$ cat src/rtl/ipi_pkg.sv
`timescale 1ns/1ps
package ipi_pkg;

  localparam int unsigned DATA_W = 32;
  localparam int unsigned AGENTS = 11;

  // register words inside one agent window (byte offset / 4)
  typedef enum logic [2:0] {
    W_TRIG  = 3'd0,
    W_OUTST = 3'd1,
    W_STAT  = 3'd4,
    W_MASK  = 3'd5,
    W_EN    = 3'd6,
    W_DIS   = 3'd7
  } word_e;

  typedef enum logic [1:0] {
    RSP_OK    = 2'd0,
    RSP_RANGE = 2'd1,
    RSP_PERM  = 2'd2
  } rsp_e;

  // bit position of an agent's identity: groups by agent class
  function automatic int unsigned id_pos(int unsigned i);
    if (i == 0)     return 0;
    else if (i < 3) return i + 7;
    else if (i < 7) return i + 13;
    else            return i + 17;
  endfunction

  function automatic logic [DATA_W-1:0] id_bit(int unsigned i);
    return DATA_W'(1) << id_pos(i);
  endfunction

  function automatic logic secure_only(int unsigned i);
    return (i == 3) || (i == 5) || (i == 6);
  endfunction

  function automatic logic [DATA_W-1:0] all_ids(int unsigned n);
    logic [DATA_W-1:0] v;
    v = '0;
    for (int unsigned i = 0; i < n; i++) v |= id_bit(i);
    return v;
  endfunction

  function automatic logic [DATA_W-1:0] secure_ids(int unsigned n);
    logic [DATA_W-1:0] v;
    v = '0;
    for (int unsigned i = 0; i < n; i++)
      if (secure_only(i)) v |= id_bit(i);
    return v;
  endfunction

endpackage

$ cat src/rtl/ipi_rst_sync.sv
`timescale 1ns/1ps
module ipi_rst_sync #(
  parameter int unsigned STAGES = 2
) (
  input  logic clk,
  input  logic rst_n_i,
  output logic rst_n_o
);
  logic [STAGES-1:0] sync_q;
  logic [STAGES-1:0] sync_d;

  always_comb sync_d = {sync_q[STAGES-2:0], 1'b1};

  always_ff @(posedge clk or negedge rst_n_i) begin
    if (!rst_n_i) sync_q <= '0;
    else          sync_q <= sync_d;
  end

  assign rst_n_o = sync_q[STAGES-1];
endmodule

$ cat src/rtl/ipi_access_check.sv
`timescale 1ns/1ps
module ipi_access_check
  import ipi_pkg::*;
#(
  parameter int unsigned NUM_AGENTS = AGENTS,
  parameter int unsigned DW         = DATA_W,
  parameter int unsigned IDX_W      = $clog2(NUM_AGENTS)
) (
  input  logic             req_valid,
  input  logic             req_write,
  input  logic             req_secure,
  input  logic [IDX_W-1:0] req_agent,
  input  logic [DW-1:0]    req_wdata,
  output logic             grant_o,
  output logic [1:0]       code_o
);
  localparam logic [DW-1:0] SEC_IDS = DW'(secure_ids(NUM_AGENTS));

  logic range_bad;
  logic local_sec;
  logic remote_sec;
  logic perm_bad;

  always_comb begin
    range_bad = 1'b1;
    local_sec = 1'b0;
    for (int unsigned a = 0; a < NUM_AGENTS; a++) begin
      if (req_agent == IDX_W'(a)) begin
        range_bad = 1'b0;
        local_sec = secure_only(a);
      end
    end
    remote_sec = req_write && ((req_wdata & SEC_IDS) != '0);
    perm_bad   = !req_secure && (local_sec || remote_sec);
    grant_o    = req_valid && !range_bad && !perm_bad;
    if (range_bad)     code_o = RSP_RANGE;
    else if (perm_bad) code_o = RSP_PERM;
    else               code_o = RSP_OK;
  end
endmodule

$ cat src/rtl/ipi_agent_slot.sv
`timescale 1ns/1ps
module ipi_agent_slot #(
  parameter int unsigned         DW         = 32,
  parameter logic [DW-1:0]       RESET_MASK = '1
) (
  input  logic          clk,
  input  logic          rst_n,
  input  logic [DW-1:0] set_i,
  input  logic [DW-1:0] clr_i,
  input  logic [DW-1:0] mask_set_i,
  input  logic [DW-1:0] mask_clr_i,
  output logic [DW-1:0] status_o,
  output logic [DW-1:0] mask_o,
  output logic          irq_o
);
  logic [DW-1:0] status_q, status_d;
  logic [DW-1:0] mask_q, mask_d;
  logic          status_en, mask_en;

  // next state: a set on the same bit as a clear wins
  always_comb begin
    status_en = (set_i != '0) || (clr_i != '0);
    status_d  = (status_q & ~clr_i) | set_i;
    mask_en   = (mask_set_i != '0) || (mask_clr_i != '0);
    mask_d    = (mask_q & ~mask_clr_i) | mask_set_i;
  end

  always_ff @(posedge clk or negedge rst_n) begin
    if (!rst_n) begin
      status_q <= '0;
      mask_q   <= RESET_MASK;
    end else begin
      if (status_en) status_q <= status_d;
      if (mask_en)   mask_q   <= mask_d;
    end
  end

  assign status_o = status_q;
  assign mask_o   = mask_q;
  assign irq_o    = (status_q & ~mask_q) != '0;

  assert_trigger_sets_R2: assert property (@(posedge clk) disable iff (!rst_n)
    (set_i != '0) |=> ((status_q & $past(set_i)) == $past(set_i)));

  assert_ack_clears_R4: assert property (@(posedge clk) disable iff (!rst_n)
    ((clr_i & ~set_i) != '0) |=> ((status_q & $past(clr_i & ~set_i)) == '0));

  assert_disable_masks_R5: assert property (@(posedge clk) disable iff (!rst_n)
    (mask_set_i != '0) |=> ((mask_q & $past(mask_set_i)) == $past(mask_set_i)));

  assert_enable_unmasks_R5: assert property (@(posedge clk) disable iff (!rst_n)
    ((mask_clr_i & ~mask_set_i) != '0) |=> ((mask_q & $past(mask_clr_i & ~mask_set_i)) == '0));
endmodule

$ cat src/rtl/ipi_doorbell_fabric.sv
`timescale 1ns/1ps
module ipi_doorbell_fabric
  import ipi_pkg::*;
#(
  parameter int unsigned NUM_AGENTS = AGENTS,
  parameter int unsigned DW         = DATA_W,
  parameter int unsigned IDX_W      = $clog2(NUM_AGENTS)
) (
  input  logic                  clk,
  input  logic                  rst_n,
  input  logic                  req_valid,
  input  logic                  req_write,
  input  logic                  req_secure,
  input  logic [IDX_W-1:0]      req_agent,
  input  logic [2:0]            req_word,
  input  logic [DW-1:0]         req_wdata,
  output logic                  rsp_valid,
  output logic [1:0]            rsp_code,
  output logic [DW-1:0]         rsp_rdata,
  output logic [NUM_AGENTS-1:0] irq
);
  localparam logic [DW-1:0] VALID_IDS = DW'(all_ids(NUM_AGENTS));
  localparam int unsigned   FLAT_W    = NUM_AGENTS * DW;

  logic rst_sync_n;
  logic grant;
  logic [1:0] chk_code;

  ipi_rst_sync #(.STAGES(2)) u_rst_sync (
    .clk     (clk),
    .rst_n_i (rst_n),
    .rst_n_o (rst_sync_n)
  );

  ipi_access_check #(.NUM_AGENTS(NUM_AGENTS), .DW(DW), .IDX_W(IDX_W)) u_access_check (
    .req_valid  (req_valid),
    .req_write  (req_write),
    .req_secure (req_secure),
    .req_agent  (req_agent),
    .req_wdata  (req_wdata),
    .grant_o    (grant),
    .code_o     (chk_code)
  );

  // ---------------- write decode ----------------
  logic          wr_ok;
  logic [DW-1:0] wd_ids;
  logic [DW-1:0] local_id;

  assign wr_ok  = grant && req_write;
  assign wd_ids = req_wdata & VALID_IDS;

  always_comb begin
    local_id = '0;
    for (int unsigned a = 0; a < NUM_AGENTS; a++)
      if (req_agent == IDX_W'(a)) local_id = DW'(id_bit(a));
  end

  logic [FLAT_W-1:0] status_flat;
  logic [FLAT_W-1:0] mask_flat;

  for (genvar b = 0; b < NUM_AGENTS; b++) begin : g_slot
    localparam logic [DW-1:0] ID_B = DW'(id_bit(b));
    logic          own;
    logic [DW-1:0] set_v, clr_v, mset_v, mclr_v;

    always_comb begin
      own    = (req_agent == IDX_W'(b));
      set_v  = (wr_ok && (req_word == W_TRIG) && ((wd_ids & ID_B) != '0)) ? local_id : '0;
      clr_v  = (wr_ok && own && (req_word == W_STAT)) ? wd_ids : '0;
      mset_v = (wr_ok && own && (req_word == W_DIS))  ? wd_ids : '0;
      mclr_v = (wr_ok && own && (req_word == W_EN))   ? wd_ids : '0;
    end

    ipi_agent_slot #(.DW(DW), .RESET_MASK(VALID_IDS)) u_slot (
      .clk        (clk),
      .rst_n      (rst_sync_n),
      .set_i      (set_v),
      .clr_i      (clr_v),
      .mask_set_i (mset_v),
      .mask_clr_i (mclr_v),
      .status_o   (status_flat[b*DW +: DW]),
      .mask_o     (mask_flat[b*DW +: DW]),
      .irq_o      (irq[b])
    );
  end

  // ---------------- read path ----------------
  logic [DW-1:0] local_status, local_mask, local_outst, rd_d;

  always_comb begin
    local_status = '0;
    local_mask   = '0;
    local_outst  = '0;
    for (int unsigned b = 0; b < NUM_AGENTS; b++) begin
      if (req_agent == IDX_W'(b)) begin
        local_status = status_flat[b*DW +: DW];
        local_mask   = mask_flat[b*DW +: DW];
      end
      if ((status_flat[b*DW +: DW] & local_id) != '0)
        local_outst |= DW'(id_bit(b));
    end
    rd_d = '0;
    if (grant && !req_write) begin
      case (req_word)
        W_OUTST: rd_d = local_outst;
        W_STAT:  rd_d = local_status;
        W_MASK:  rd_d = local_mask;
        default: rd_d = '0;
      endcase
    end
  end

  // ---------------- response register ----------------
  logic          rsp_valid_q, rsp_valid_d;
  logic [1:0]    rsp_code_q, rsp_code_d;
  logic [DW-1:0] rsp_rdata_q;

  always_comb begin
    rsp_valid_d = req_valid;
    rsp_code_d  = req_valid ? chk_code : RSP_OK;
  end

  always_ff @(posedge clk or negedge rst_sync_n) begin
    if (!rst_sync_n) begin
      rsp_valid_q <= 1'b0;
      rsp_code_q  <= RSP_OK;
      rsp_rdata_q <= '0;
    end else begin
      rsp_valid_q <= rsp_valid_d;
      rsp_code_q  <= rsp_code_d;
      rsp_rdata_q <= rd_d;
    end
  end

  assign rsp_valid = rsp_valid_q;
  assign rsp_code  = rsp_code_q;
  assign rsp_rdata = rsp_rdata_q;

  assert_resp_follows_req_R10: assert property (@(posedge clk) disable iff (!rst_sync_n)
    req_valid |=> rsp_valid);

  assert_no_spurious_resp_R10: assert property (@(posedge clk) disable iff (!rst_sync_n)
    !req_valid |=> !rsp_valid);

  assert_range_refused_R8: assert property (@(posedge clk) disable iff (!rst_sync_n)
    (req_valid && (req_agent >= IDX_W'(NUM_AGENTS))) |=> (rsp_code == RSP_RANGE));

  assert_refused_zero_data_R8: assert property (@(posedge clk) disable iff (!rst_sync_n)
    (rsp_valid && (rsp_code != RSP_OK)) |-> (rsp_rdata == '0));

  assert_refused_no_effect_R9: assert property (@(posedge clk) disable iff (!rst_sync_n)
    (req_valid && !grant) |=> ($stable(status_flat) && $stable(mask_flat)));

  assert_irq_needs_pending_R6: assert property (@(posedge clk) disable iff (!rst_sync_n)
    (irq != '0) |-> (status_flat != '0));
endmodule

$ cat config.mk
export PLATFORM = sky130hd
export DESIGN_NAME = ipi_doorbell_fabric
export DESIGN_NICKNAME = d
export VERILOG_FILES = /design/src/rtl/ipi_pkg.sv /design/src/rtl/ipi_rst_sync.sv /design/src/rtl/ipi_access_check.sv /design/src/rtl/ipi_agent_slot.sv /design/src/rtl/ipi_doorbell_fabric.sv
export SDC_FILE = /design/constraint.sdc
export NUM_CORES = 1
export LEC_CHECK = 0
export BUFFER_PORTS_ARGS = -buffer_cell sky130_fd_sc_hd__clkbuf_2
export CAP_MARGIN = 0
export CORE_MARGIN = 2
export CORE_UTILIZATION = 41
export DETAILED_ROUTE_END_ITERATION = 7
export PLACE_DENSITY_LB_ADDON = 0.15
export SYNTH_ARGS = -nofsm -noshare
export SYNTH_HDL_FRONTEND = slang
export SYNTH_SLANG_ARGS = --single-unit
$ cat constraint.sdc
create_clock -name clk -period 7.96 [get_ports clk]
set_input_delay 0.796 -clock clk [delete_from_list [all_inputs] [get_ports clk]]
set_output_delay 0.796 -clock clk [all_outputs]
set_load 0.005 [all_outputs]
# After elaboration in Yosys (flattened, before gate mapping)
# Index checks and enable logic that the tools add are counted.
dict set report classes {
  eq_ne 15
  n_shift 22
  mux 134
  bitwise_logic 109
  reduce_logical 158
}
# cell count
set ops {}
lappend ops {{$mux W32} 78}
lappend ops {{$reduce_bool A32 Y1} 67}
lappend ops {{$and A32 B32 Y32} 44}
lappend ops {{$mux W28} 33}
lappend ops {{$not A28 Y32} 22}
lappend ops {{$shl A1 B32 Y32 const A} 22}
lappend ops {{$or A32 B32 Y32} 21}
lappend ops {{$not A32 Y32} 11}
lappend ops {{$or A32 B28 Y32} 11}
lappend ops {{$pmux W32 S3} 1}
lappend ops {{$logic_and A1 B1 Y1} 62}
lappend ops {{$logic_or A1 B1 Y1} 23}
lappend ops {{$mux W1} 19}
lappend ops {{$eq A4 B3 Y1 const B} 4}
lappend ops {{$eq A3 B3 Y1 const B} 4}
lappend ops {{$eq A4 B4 Y1 const B} 3}
lappend ops {{$eq A4 B2 Y1 const B} 2}
lappend ops {{$mux W2} 3}
lappend ops {{$eq A4 B1 Y1 const B} 1}
lappend ops {{$logic_not A1 Y1} 4}
lappend ops {{$logic_not A4 Y1} 1}
lappend ops {{$eq A3 B1 Y1 const B} 1}
lappend ops {{$logic_not A3 Y1} 1}
dict set report totals {
  register_bits 741
  inputBits 44
  out_inout_bits 46
  elab_cells 464
}

# Longest topological paths before layout
# Gate-level depths: netlist (run 1).
dict set report logic_depth {
  depth_word 41
  ltp_mapped 11
}

# Modules after synthesis
# From an unflattened synthesis (run 1), not the netlist that was laid out.
dict set report hier_totals {
  hier_cells 4153
  hier_area_um2 39181.3
}
# mod n_inst cells_per_inst area_per_inst_um2
set modules_own_cells {}
lappend modules_own_cells {ipi_agent_slot 11 213 2467.4}
lappend modules_own_cells {ipi_doorbell_fabric 1 1789 11873.9}
lappend modules_own_cells {ipi_access_check 1 18 112.6}
lappend modules_own_cells {ipi_rst_sync 1 3 53.8}

# Worst setup path after synthesis (run 1)
# OpenSTA, ideal clock, no wires.
dict set report synth_timing {
  path_kind {input-to-reg}
  from {input port req_wdata[16]}
  to {register g_slot[9].u_slot.mask_q[19]}
  setup_time_ns 0.082
  arrival_time_ns 2.514
  required_ns 7.878
  path_slack_ns 5.364
  path_stages 9
  path_buffers 3
  path_cell_list {buf_2 -> or3_4 -> a21o_1 -> a21oi_2 -> buf_4 -> nand2_1 -> buf_2 -> nor2_1 -> mux2_2}
}
dict set report synth_via {
  elab_chain_len 13
  elab_cells_between_ends 18
}
# element line
set synth_rtl {}
lappend synth_rtl {{start, declared} ipi_doorbell_fabric.sv:16} ;# input logic [DW-1:0] req_wdata,
lappend synth_rtl {{parallel branches: the longest is 13 deep, another holds $reduce_bool A32 Y1} --}
lappend synth_rtl {{end signal, assigned} ipi_agent_slot.sv:34} ;# if (mask_en) mask_q <= mask_d;
lappend synth_rtl {{end, declared} ipi_agent_slot.sv:17} ;# logic [DW-1:0] mask_q, mask_d;
# Parallel ways; which one is timed is not known.
# A chain may end at the register's enable or synchronous reset.

# Final worst setup path (run 1)
dict set report layout_timing {
  from {input port req_agent[3]}
  to {register g_slot[0].u_slot.status_q[9]}
}
dict set report layout_via {
  elab_chain_len 22
  elab_cells_between_ends 60
}
# element line
set layout_rtl {}
lappend layout_rtl {{start, declared} ipi_doorbell_fabric.sv:14} ;# input logic [IDX_W-1:0] req_agent,
lappend layout_rtl {{parallel branches: the longest is 22 deep, another holds $logic_not A4 Y1} --}
lappend layout_rtl {{end signal, assigned} ipi_agent_slot.sv:33} ;# if (status_en) status_q <= status_d;
lappend layout_rtl {{end, declared} ipi_agent_slot.sv:16} ;# logic [DW-1:0] status_q, status_d;
# Parallel ways; which one is timed is not known.

==> run summary, run 1 <==
The flow ran to the end, and the final reports show no timing, DRC or antenna violations. The post-synthesis to final-layout area growth came out at 9.45%. The critical path is of the input pin to register type.

The largest net degree at the start of global routing is 87. TritonCTS built the clock tree. The share of the clock period used by the worst path is 49.1%. The largest vdd supply drop is 0.206 mV. The violation count after the first detailed-routing iteration came out at 2084. The first global-routing pass estimated roughly 110000 um of wire. In the routed design, unresolved DRC markers number 0. The synthesis-stage register bit count came out at 258.

The total iterations of the first detailed-routing run is 6. The sequential fraction of the synthesis area came out at 43.2%. Summing all multi-input logic gate instances after layout gives between 7000 and 8000 um2. The setup check on the worst reg-to-reg path leaves a slack of approximately 5400 ps. The maximum count of clock buffers along a single path is 3. The minimum setup slack after placement is 3630 ps.

The number of diodes added for antenna fixing came out at 0. The power density of the placed cells is 197 nW/um2. The total number of placement rows is 70. For this design, the sink count on the clock tree is 258. The floorplan die area is 38800 um2. The worst hold slack across all endpoints came out at 356 ps. In the post-route analysis, the smallest setup slack over all paths is slightly above 4000 ps. For this block, the via count after detailed routing is 14600. For this run, the number of Yosys warnings is 0. Timing would allow up to 0.256 GHz. The most used flip-flop cell after synthesis is sky130_fd_sc_hd__dfrtp_1. The number of buffers created by CTS is 30.

In this run the worst setup path begins at req_agent[3]. The floorplan die width came out at 197 um. The residual antenna-violating net count after detailed routing is 0.

The core outline area came out at 36700 um2. The worst setup path is launched from an input pin. The type of destination of the critical path is a register. Along the worst path, the maximum fanout reaches 52. The combined area of all synthesized cells came out at roughly 15000 um2. The data required time of the critical path is 8380 ps. The final wirelength came out at roughly 76000 um. The leakage power came out at 0.00641 uW. In this run the count of I/O pins placed on the die edge is 90. The count of input and output buffers came out at 47. The routed wirelength normalized by instance count came out at 35.5 um. The pin slew with the least headroom to its limit is ~1400 ps. The critical path ends at g_slot[0].u_slot.status_o[9]$_DFFE_PN0P_.

The clock slew at the register clock pins of the worst setup and hold paths is ~60 ps. At the end of routability-driven placement, the weighted congestion stood at 1.08. Of the cells placed in the final design, the portion with a size suffix greater than 1 is 21.9%. The number of global-route vias before repair is 14000. The number of synthesized flops with an enable pin came out at 0. The total count of hold-check failures in the final report came to 0. The initial antenna violation count was 1. The layout has between 3000 and 4000 filler cells.

The number of nets in the layout came out at 1709. The effective utilization at floorplan came out at between 40% and 50%. The final-report max-slew violation count was 0. Setup repair after global routing left no endpoint under its margin.

The number of gates resized after CTS was 0. The H-tree depth came out at 1. The number of cells on the worst reg-to-reg path is 6.

The worst hold path belongs to the class register to register. The share of flip-flops with an asynchronous set or reset after synthesis is 100%. The routed via count divided by cell count came out at 6.76. The number of instances in the synthesized netlist came out at approximately 1700.

The total overflow left after global routing is 0. At the later pin of the worst-skew pair, clock insertion delay measures 590 ps. The endpoint of the lowest-slack register-to-register path is rsp_rdata[0]$_DFF_PN0_. The clock period minus final worst setup slack came out at 3910 ps. After synthesis, the netlist uses 80 different library cells. The mean post-synth cell area is 9.11 um2.

In this run the clock root is driven by a sky130_fd_sc_hd__clkbuf_16. Global routing consumed, over all layers together, 39.5% of the routing resources. The worst register-to-register path begins at g_slot[1].u_slot.mask_o[0]$_DFFE_PN1P_. The final count of negative-setup-slack endpoints came out at 0. The sequential cell area in the final layout came out at 6610 um2. The setup skew after layout is 14.2 ps.

The signal arrival time at the worst endpoint came out at 4330 ps. The headroom to the max-slew limit is under 10%. The number of max-cap violations is 0. The floorplan die height came out at 197 um. The HPWL after detailed placement came out at about 53000 um. Setup total negative slack on the finished layout was measured at 0 ps.
[report_power, final]
| part | internal (uW) | switching [uW] |
|---|---|---|
| Clock | 939 | 600 |
| Sequential | 1350 | 43.6 |
| Combinational | 91.0 | 267 |
[state kept, by name, indices dropped and copies added, names as in the netlist]
| signal | flops |
|---|---|
| g_slot.u_slot.mask_o | 121 |
| g_slot.u_slot.status_o | 121 |
| rsp_rdata | 11 |
| rsp_code | 2 |
| u_rst_sync.sync_q | 2 |
| rsp_valid | 1 |
[per-layer routing]
metal	vias up	wire length, um	GRT usage, %
met3	267	8430	10.3
met2	983	32200	57.6
met4	0	5210	22.3
met1	7288	30600	53.3
met5	-	0	0
li1	6030	-	-
[area by class of cell]
cell class	count	area share, %
Multi-Input combinational cell	1194	45.3
Clock inverter	9	0.920
Timing Repair Buffer	78	2.84
Sequential cell	258	39.5
Inverter	103	2.31
Tap cell	468	3.50
Clock buffer	46	5.60
[stage by stage]
stage	instance area, um2	power (uW)	instances	util [%]
floorplan	15400	1610	1697	-
global placement	15600	1760	2100	42.6
detailed placement	15600	1760	2100	42.6
CTS	16700	3290	2156	45.6
global route	16700	3370	2156	45.6
finish	16700	3290	2156	45.6
[worst max-delay path, cell delays in order]
cell and delay, ps:
sky130_fd_sc_hd__clkbuf_2 120, sky130_fd_sc_hd__buf_4 590, sky130_fd_sc_hd__clkinv_1 760, sky130_fd_sc_hd__o2111ai_1 540, sky130_fd_sc_hd__a21o_1 670, sky130_fd_sc_hd__nor4_4 30, sky130_fd_sc_hd__buf_4 300, sky130_fd_sc_hd__nand2_1 350
sky130_fd_sc_hd__o21ai_0 140
[worst min path at each step]
stage / endpoint / slack (ps) / cells after the start / from
6_report: u_rst_sync.sync_q[1]$_DFF_PN0_ / 360 / 0 / u_rst_sync.sync_q[0]$_DFF_PN0_
5_1_grt: u_rst_sync.sync_q[1]$_DFF_PN0_ / 370 / 0 / u_rst_sync.sync_q[0]$_DFF_PN0_
4_1_cts: u_rst_sync.sync_q[1]$_DFF_PN0_ / 360 / 0 / u_rst_sync.sync_q[0]$_DFF_PN0_
3_5_place_dp: u_rst_sync.sync_q[1]$_DFF_PN0_ / 340 / 0 / u_rst_sync.sync_q[0]$_DFF_PN0_
3_3_place_gp: u_rst_sync.sync_q[1]$_DFF_PN0_ / 340 / 0 / u_rst_sync.sync_q[0]$_DFF_PN0_
2_1_floorplan: u_rst_sync.sync_q[1]$_DFF_PN0_ / 330 / 0 / u_rst_sync.sync_q[0]$_DFF_PN0_
[cells by family (layout without fill, tap and decap cells)]
family,count (synthesis),in the layout,synth area share (%)
AOI/OAI and AO/OA,607,607,24.9
xor gates and xnor gates,1,1,0.0573
buffers and inverters,245,236,7.69
DFF,258,258,43.2
muxes,136,136,10.3
other,2,22,0.0491
and+or+nand+nor,428,428,13.7
[Yosys cell counts (5+ instances only)]
cell | n | share of area (%)
sky130_fd_sc_hd__clkbuf_1 | 50 | 1.2
sky130_fd_sc_hd__mux2_2 | 85 | 6.3
sky130_fd_sc_hd__a21oi_1 | 52 | 1.7
sky130_fd_sc_hd__o221ai_1 | 21 | 1.2
sky130_fd_sc_hd__o22ai_1 | 42 | 1.7
sky130_fd_sc_hd__a221oi_1 | 10 | 0.57
sky130_fd_sc_hd__a31oi_1 | 15 | 0.61
sky130_fd_sc_hd__buf_4 | 40 | 2.0
sky130_fd_sc_hd__o311ai_0 | 5 | 0.29
sky130_fd_sc_hd__o2111ai_1 | 10 | 0.57
sky130_fd_sc_hd__a221o_1 | 5 | 0.33
sky130_fd_sc_hd__a22oi_1 | 24 | 1.2
sky130_fd_sc_hd__a21o_1 | 8 | 0.39
sky130_fd_sc_hd__a211oi_1 | 7 | 0.34
sky130_fd_sc_hd__mux4_2 | 9 | 1.3
sky130_fd_sc_hd__nand3b_1 | 5 | 0.25
sky130_fd_sc_hd__dfstp_2 | 121 | 21
sky130_fd_sc_hd__or3_1 | 5 | 0.20
sky130_fd_sc_hd__mux2i_1 | 42 | 2.8
sky130_fd_sc_hd__a32oi_1 | 6 | 0.34
sky130_fd_sc_hd__nor3_1 | 34 | 1.1
sky130_fd_sc_hd__and2_1 | 5 | 0.20
sky130_fd_sc_hd__nor2_1 | 127 | 3.1
sky130_fd_sc_hd__nand2b_1 | 22 | 0.90
sky130_fd_sc_hd__o211ai_1 | 9 | 0.44
sky130_fd_sc_hd__nand2_1 | 146 | 3.6
sky130_fd_sc_hd__a2111oi_0 | 6 | 0.34
sky130_fd_sc_hd__nand2_4 | 10 | 0.74
sky130_fd_sc_hd__dfrtp_1 | 137 | 22
sky130_fd_sc_hd__buf_6 | 5 | 0.37
sky130_fd_sc_hd__nor2b_1 | 24 | 0.98
sky130_fd_sc_hd__a211o_1 | 5 | 0.29
sky130_fd_sc_hd__o21ai_0 | 196 | 6.4
sky130_fd_sc_hd__o21ai_1 | 101 | 3.3
sky130_fd_sc_hd__nand3_1 | 15 | 0.49
sky130_fd_sc_hd__buf_1 | 5 | 0.12
sky130_fd_sc_hd__inv_1 | 100 | 2.5
sky130_fd_sc_hd__a22o_1 | 47 | 2.7
sky130_fd_sc_hd__a222oi_1 | 7 | 0.46
sky130_fd_sc_hd__buf_2 | 40 | 1.3
[cells in the final DEF (no fill, tap or decap), drive strengths merged, types with 10 or more instances in the layout]
master     n
nand2b    22
dfstp    121
nand3     16
a221oi    10
o22ai     42
buf       32
nor2     128
o21ai    297
o221ai    21
dfrtp    137
mux2      85
mux2i     42
a22oi     24
nor3      40
a22o      47
clkbuf    91
a31oi     15
o2111ai   10
nor2b     24
a21oi     53
inv      103
conb      22
nand2    157
[what timing repair did]
action / CTS / global route
hold endpoints to repair: 2 / 0
hold buffers: 1 / 0
buffers inserted: 0 / 0
No activity file was read; power rests on OpenSTA's default activity.
==> inputs of run 2 (changes only) <==
clock period = 3.8 ns   (was 7.96 ns; I/O delays follow)
==> run 2 against run 1 <==
Global-route usage up 1.6 points; core utilization up 1.7 points; critical endpoint is now irq[8]; highest routed layer is now met5; via count up 1.9%; worst hold slack lost 340 ps; largest cell class unchanged; critical path type is now register to output pin; cell area is 3.7% higher; sequential power up 110%.
==> run summary, run 2 (synthesis results as in run 1) <==
The headroom to the max-slew limit came out at 33.0%. The number of nets in the layout is 1780. The placed instance area is 16200 um2. The clock latency reported for the late side of the worst-skew pair is between 600 and 700 ps. The total overflow reported by the global router came out at 0. The residual antenna-violating net count after detailed routing came out at 0. The HPWL after detailed placement came out at around 58000 um. The post-CTS setup buffer count came out at 0. The floorplan die height is 197 um.

The count of fill cells added during filler insertion came out at 3540. For this run, design rule violations remaining after detail routing come to 0. The most common cell after layout, fill and taps aside is sky130_fd_sc_hd__o21ai_0.

In this run the worst hold path is classified as input pin to register. After detailed routing, the average wire length per cell comes to 35.7 um. The setup skew after layout came out at around 38 ps.

CTS built an H-tree with a depth of 1. Cells with a size suffix above 1 make up 25.3% of the layout. Data arrives at the worst endpoint at 2470 ps.

The routed via count divided by cell count came out at between 6 and 7. On the critical path the largest part of the delay comes from compound AO/OA/AOI/OAI gates. The number of buffer and inverter stages on the critical path came out at 2.

The number of clock buffers added by TritonCTS is 31. The worst register-to-register path ends at rsp_rdata[27]$_DFF_PN0_. The final weighted congestion of routability-driven global placement is 1.03.

Across the VDD grid, the largest voltage drop is 0.392 mV. The source of the worst hold timing path is req_valid. For flop-to-flop paths, the worst setup slack is approximately 1500 ps.

Traced cell by cell, the critical path runs through inv_1 > a21oi_1 > o221ai_1 > a2111oi_0 > o2111ai_1 > clkbuf_2. Clock tree synthesis selected as its root buffer the cell sky130_fd_sc_hd__clkbuf_16. The leakage power came out at 0.00677 uW. In this run, the number of DRC markers left after iteration 0 of detailed routing was between 1500 and 2000. The cell type of the slowest stage on the worst timing path is sky130_fd_sc_hd__dfstp_2. In the layout the commonest cells are sky130_fd_sc_hd__o21ai_0, sky130_fd_sc_hd__nand2_1, sky130_fd_sc_hd__dfrtp_1, sky130_fd_sc_hd__nor2_1, sky130_fd_sc_hd__dfstp_2.

The type of destination of the critical path is an output pin. The number of global-route vias before repair came to 14200. Setup repair after global routing left no endpoint under its margin. The largest net degree at the start of global routing is 106. For hold timing, the worst endpoint is rsp_valid$_DFF_PN0_. The total number of placement rows is 70. TritonCTS built the clock tree. The clock slew at the register clock pins of the worst setup and hold paths came out at 60 ps. The initial antenna violation count was 3. The data required time of the critical path came out at 3420 ps. For this run, the slowest stage of the critical path takes 560 ps. The count of vias placed by the detailed router is 14900. The post-synthesis to final-layout area growth is 13.5%.

STA classifies the critical path startpoint as a register. The critical path is of the register to output pin type. The floorplan die area came out at 38800 um2. During I/O placement, the number of pins put on the boundary was 90. The clock passes through at most 3 buffers. The final wirelength is 79700 um. Once layout is done, the placed cells without fillers occupy 17300 um2.

The overall routing resource usage is 41.1%. The effective utilization at floorplan came out at a little over two fifths. The count of instances resized after the clock tree is built came out at 0.

Registers take about 6600 um2. The pin slew with the least headroom to its limit came out at 1000 ps. The total count of hold-check failures in the final report came to 0. The floorplan die width came out at between 150 and 200 um.

The flow ran to the end, and the final reports show no timing, DRC or antenna violations. For this design the ratio of total power to cell area is 406 nW/um2. Derived from the worst setup path, the maximum achievable clock frequency is 0.351 GHz.

The tool flagged a number of max-cap violations equal to 0. Hold timing on the final database bottoms out at a slack of 18.7 ps. After layout, the worst path uses 75.0% of the clock period. The clock period minus final worst setup slack is 2850 ps. The count of clock tree sinks is 258. Setup violations remaining at the end of the flow were counted as 0. The post-route setup TNS is 0 ps.

The depth of the most critical reg-to-reg path is 6. The startpoint identified for the worst register-to-register timing path is g_slot[7].u_slot.mask_o[27]$_DFFE_PN1P_. The depth of the worst hold-timing path came out at 1.

The count of input and output buffers is 47. The final-report max-slew violation count is 0. The core outline area came out at 36700 um2.

The first detailed-routing pass ran for 6 iterations. The largest fanout on the critical path is 3. The first global-routing pass estimated 111000 um of wire.

The area of the multi-input gates came out at between 7000 and 8000 um2.
-- run 2: changes by cell type in the layout (fill, tap and decap cells not counted), sizes merged --
cell | previous run | this run
clkinv | 5 | 7
clkinvlp | 0 | 3
dlygate4sd3 | 1 | 2
clkbuf | 91 | 87
buf | 32 | 101
diode | 0 | 4
inv | 103 | 104
bufinv | 4 | 5
-- run 2: how the worst max path moves through the flow --
stage	start	endpoint	slack [ps]	cells past startpoint
after floorplan	u_rst_sync.sync_q[1]$_DFF_PN0_	g_slot[0].u_slot.status_o[0]$_DFFE_PN0P_	1280	0
after global placement	req_wdata[19]	g_slot[3].u_slot.status_o[27]$_DFFE_PN0P_	700	8
after detailed placement	req_wdata[19]	g_slot[5].u_slot.mask_o[18]$_DFFE_PN1P_	640	8
after CTS	g_slot[8].u_slot.mask_o[0]$_DFFE_PN1P_	irq[8]	960	6
after global routing	g_slot[8].u_slot.mask_o[17]$_DFFE_PN1P_	irq[8]	880	6
final	g_slot[8].u_slot.mask_o[0]$_DFFE_PN1P_	irq[8]	950	6
-- run 2: what timing repair did --
action                                 4_1_cts  5_1_grt
endpoints found under the hold margin        3        0
setup endpoints to repair                    0        0
hold buffers                                 2        0
-- run 2: through the flow --
| step | utilization [%] | total power (uW) | std cells | setup slack, ps |
|---|---|---|---|---|
| after floorplan | - | 3380 | 1697 | 1280 |
| after global placement | 44.1 | 3730 | 2169 | 702 |
| after detailed placement | 44.1 | 3730 | 2169 | 639 |
| after CTS | 47.2 | 7020 | 2229 | 964 |
| after global routing | 47.2 | 7180 | 2229 | 884 |
| final | 47.3 | 7030 | 2233 | 949 |
-- run 2: worst register-to-register path: cells and delay by family, from the launching register on --
family         cells  cell delay, ps
flip-flops         1             390
AO/OA/AOI/OAI      5            1500
multiplexers       1             300
-- run 2: power by group --
group	total (uW)	internal (uW)	switching, uW
clock	3310	2000	1310
sequential	2930	2830	93.5
combinational	800	227	573
total	7030	5060	1970
-- run 2: cell type report --
| class | count | area share, % |
|---|---|---|
| Multi-Input combinational cell | 1194 | 43.7 |
| Inverter | 103 | 2.23 |
| Timing Repair Buffer | 148 | 6.00 |
| Clock buffer | 42 | 5.17 |
| Tap cell | 468 | 3.38 |
| Antenna cell | 4 | 0.0577 |
| Sequential cell | 258 | 38.1 |
| Clock inverter | 16 | 1.35 |
-- run 2: metal layers --
layer | track usage, % | share of wire [%] | vias up
met5 | 0 | 0.023 | -
met4 | 22.5 | 6.6 | 2
met3 | 8.11 | 10 | 264
met2 | 61.8 | 43 | 988
met1 | 55.8 | 40 | 7417
li1 | - | - | 6180
==> inputs of run 3 (changes only) <==
clock period = 2.3 ns   (was 3.8 ns; I/O delays follow)
==> run 3 against run 2 <==
The flow now finishes with violations (negative setup slack); worst hold slack gained 28 ps; via count increased by 5.0%; flip-flop and latch count unchanged; critical path depth is the same; wire length grew 3.8%; core utilization rose by 4.0 points; count of clock-buffer cells in the layout increased by 2; largest power group is now sequential cells; clock skew shrank 27 ps; non-clock buffer count up 169; register-to-register slack lost 1400 ps; worst setup slack lost 1100 ps.
==> run summary, run 3 (synthesis results as in run 1) <==
The flow ran to the end, but the final reports show violations. The checks that failed: negative setup slack. The clock latency reported for the late side of the worst-skew pair came out at between 500 and 600 ps. The sort of element at the start of the critical path is a register.

The residual antenna-violating net count after detailed routing came out at 0. Setup repair after global routing could not meet its margin everywhere. The type of destination of the critical path is an output pin. The count of boundary I/O pins came out at 90. The detailed router finished its first iteration with approximately 2000 violations. The core outline area came out at 36700 um2. Compared with the post-synthesis result, the final layout area differs by 23.1%. The signal arrival time at the worst endpoint came out at 2180 ps. The total count of hold-check failures in the final report is 0. The floorplan step defined a die boundary enclosing 38800 um2.

The first global-routing pass estimated roughly 120000 um of wire. The count of input and output buffers is 47. The final count of negative-setup-slack endpoints is 1. The share of the clock period used by the worst path is 105%. The routed wirelength normalized by instance count came out at 34.5 um. At the pin with the least slew margin, the transition time is 843 ps. The number of nets in the layout is about 2000. The data required time of the critical path is between 2000 and 2500 ps.

The final weighted congestion of routability-driven global placement came out at 1.05. The worst hold path belongs to the class input pin to register. The clock network burns a little over two fifths of the power. The overall routing resource usage is 42.8%. The H-tree depth is 1. Clock skew on the completed layout was measured at 11.4 ps. The clock period minus final worst setup slack came out at 2410 ps. The leakage power is between 0.007 and 0.008 uW. TritonCTS created 29 clock buffers.

Cells with a size suffix above 1 make up 32.5% of the layout. The floorplan die width came out at around 200 um. For this run, design rule violations remaining after detail routing come to 0. The placed instance area came out at 17600 um2. For this run, the number of standard cells in the final layout without fillers is 2397. The depth of the most critical reg-to-reg path is 8. The total iterations of the first detailed-routing run is 8. The count of fill cells added during filler insertion is 3446. The number of global-route vias before repair was ~15000. From bottom edge to top edge, the die measures slightly below 200 um. Of the total power, registers draw between 40 and 50%. The initial antenna violation count is 5. Leaving out fill and tap cells, the most frequent cells in the layout are sky130_fd_sc_hd__buf_4, sky130_fd_sc_hd__o21ai_0, sky130_fd_sc_hd__nand2_1, sky130_fd_sc_hd__dfrtp_1, sky130_fd_sc_hd__nor2_1. Internal power comes to 8000 uW. The number of max-cap violations is 0.

The largest net degree at the start of global routing is 49. The routed via count divided by cell count is about 6.5. The worst hold slack across all endpoints came out at 46.4 ps. The path type of the worst setup path is register to output pin. The share of total power consumed by net switching came out at 28.2%. The share of power burned in combinational logic is roughly 14%. The total overflow reported by the global router came out at 0. The largest fanout on the critical path is 2. After routing the design area is approximately 19000 um2.

The achievable frequency came out at a little over 0.4 GHz. The final wirelength came out at just over 80000 um. The depth of the worst hold-timing path is 2. The tree is rooted in a sky130_fd_sc_hd__clkbuf_16. The routed layout has 15600 vias.

The worst-case IR drop observed on VDD is between 0.6 and 0.7 mV. The setup slack after layout is -109 ps. The HPWL after detailed placement came out at 63200 um. The total number of placement rows is 70. The clock slew at the register clock pins of the worst setup and hold paths came out at about 60 ps.

The total power of the final layout came out at approximately 11000 uW. The final-report max-slew violation count came to 0. The power density of the placed cells came out at 592 nW/um2. Once placement completed, the tool counted placed cells totaling 2326. The worst pin sits at a relative slew slack of 43.7%. The maximum count of clock buffers along a single path came out at 3.

For this configuration, the core starts out at a cell density of a little over two fifths. The most common cell after layout, fill and taps aside is sky130_fd_sc_hd__buf_4. TritonCTS built the clock tree. The switching power total came out at 3140 uW.

Clock tree synthesis found a total of 258 sinks.
-- run 3: critical path: stages, from the launching register on --
cell	delay [ps]
sky130_fd_sc_hd__dfstp_2	550
sky130_fd_sc_hd__buf_6	110
sky130_fd_sc_hd__inv_4	40
sky130_fd_sc_hd__a221o_1	320
sky130_fd_sc_hd__a2111oi_4	200
sky130_fd_sc_hd__o2111ai_2	210
sky130_fd_sc_hd__buf_2	180
-- run 3: layout make-up --
| class | instances | area [um2] | share of cell area, % |
|---|---|---|---|
| flip-flops and latches | 258 | 6610 | 35.2 |
| diodes | 4 | 10.0 | 0.0532 |
| inverters | 103 | 389 | 2.07 |
| clock inverters | 9 | 101 | 0.539 |
| multi-input cells | 1194 | 7710 | 41.0 |
| well taps | 468 | 586 | 3.11 |
| clock buffers | 44 | 852 | 4.53 |
| repair buffers | 317 | 2550 | 13.6 |
-- run 3: routing by layer --
metal,track usage [%],vias to the layer above,part of all wire (%)
met4,24.5,0,7.1
met3,8.45,252,9.2
li1,-,6517,-
met1,57.0,7848,40
met5,0,-,0
met2,65.2,983,44
-- run 3: path summary, 6_finish.rpt --
check                                                            endpoint  slack (ps)                               startpoint
worst max-delay path                                               irq[6]        -110  g_slot[6].u_slot.mask_o[27]$_DFFE_PN1P_
worst max register to register                    rsp_rdata[27]$_DFF_PN0_         130  g_slot[7].u_slot.mask_o[27]$_DFFE_PN1P_
worst min-delay path              g_slot[3].u_slot.mask_o[26]$_DFFE_PN1P_          50                            req_wdata[26]
max in group asynchronous         g_slot[7].u_slot.mask_o[24]$_DFFE_PN1P_        1120           u_rst_sync.sync_q[1]$_DFF_PN0_
worst min register to register  g_slot[3].u_slot.status_o[25]$_DFFE_PN0P_         340           u_rst_sync.sync_q[1]$_DFF_PN0_
min in group asynchronous       g_slot[3].u_slot.status_o[25]$_DFFE_PN0P_         340           u_rst_sync.sync_q[1]$_DFF_PN0_
-- run 3: metrics by stage --
stage / setup TNS (ps) / setup slack (ps) / util (%)
global placement: -1240 / -115 / 47.9
detailed placement: -1880 / -156 / 47.9
global route: -214 / -153 / 51.2
CTS: -272 / -138 / 50.9
finish: -109 / -109 / 51.3
floorplan: -29990 / -222 / -
-- run 3: timing repair --
action	in CTS	in global routing
setup buffers	3	4
hold buffers	7	0
hold endpoints to repair	7	0
resized for setup	13	22
setup endpoints to repair	6	10
pin swaps	10	7
-- run 3: power groups by stage --
stage | clock (uW) | combinational (uW) | sequential (uW)
global placement | 0 | 1460 | 4910
finish | 4740 | 1560 | 4840
floorplan | 0 | 719 | 4870
CTS | 4800 | 1490 | 4830
detailed placement | 0 | 1460 | 4910
global route | 4940 | 1620 | 4840
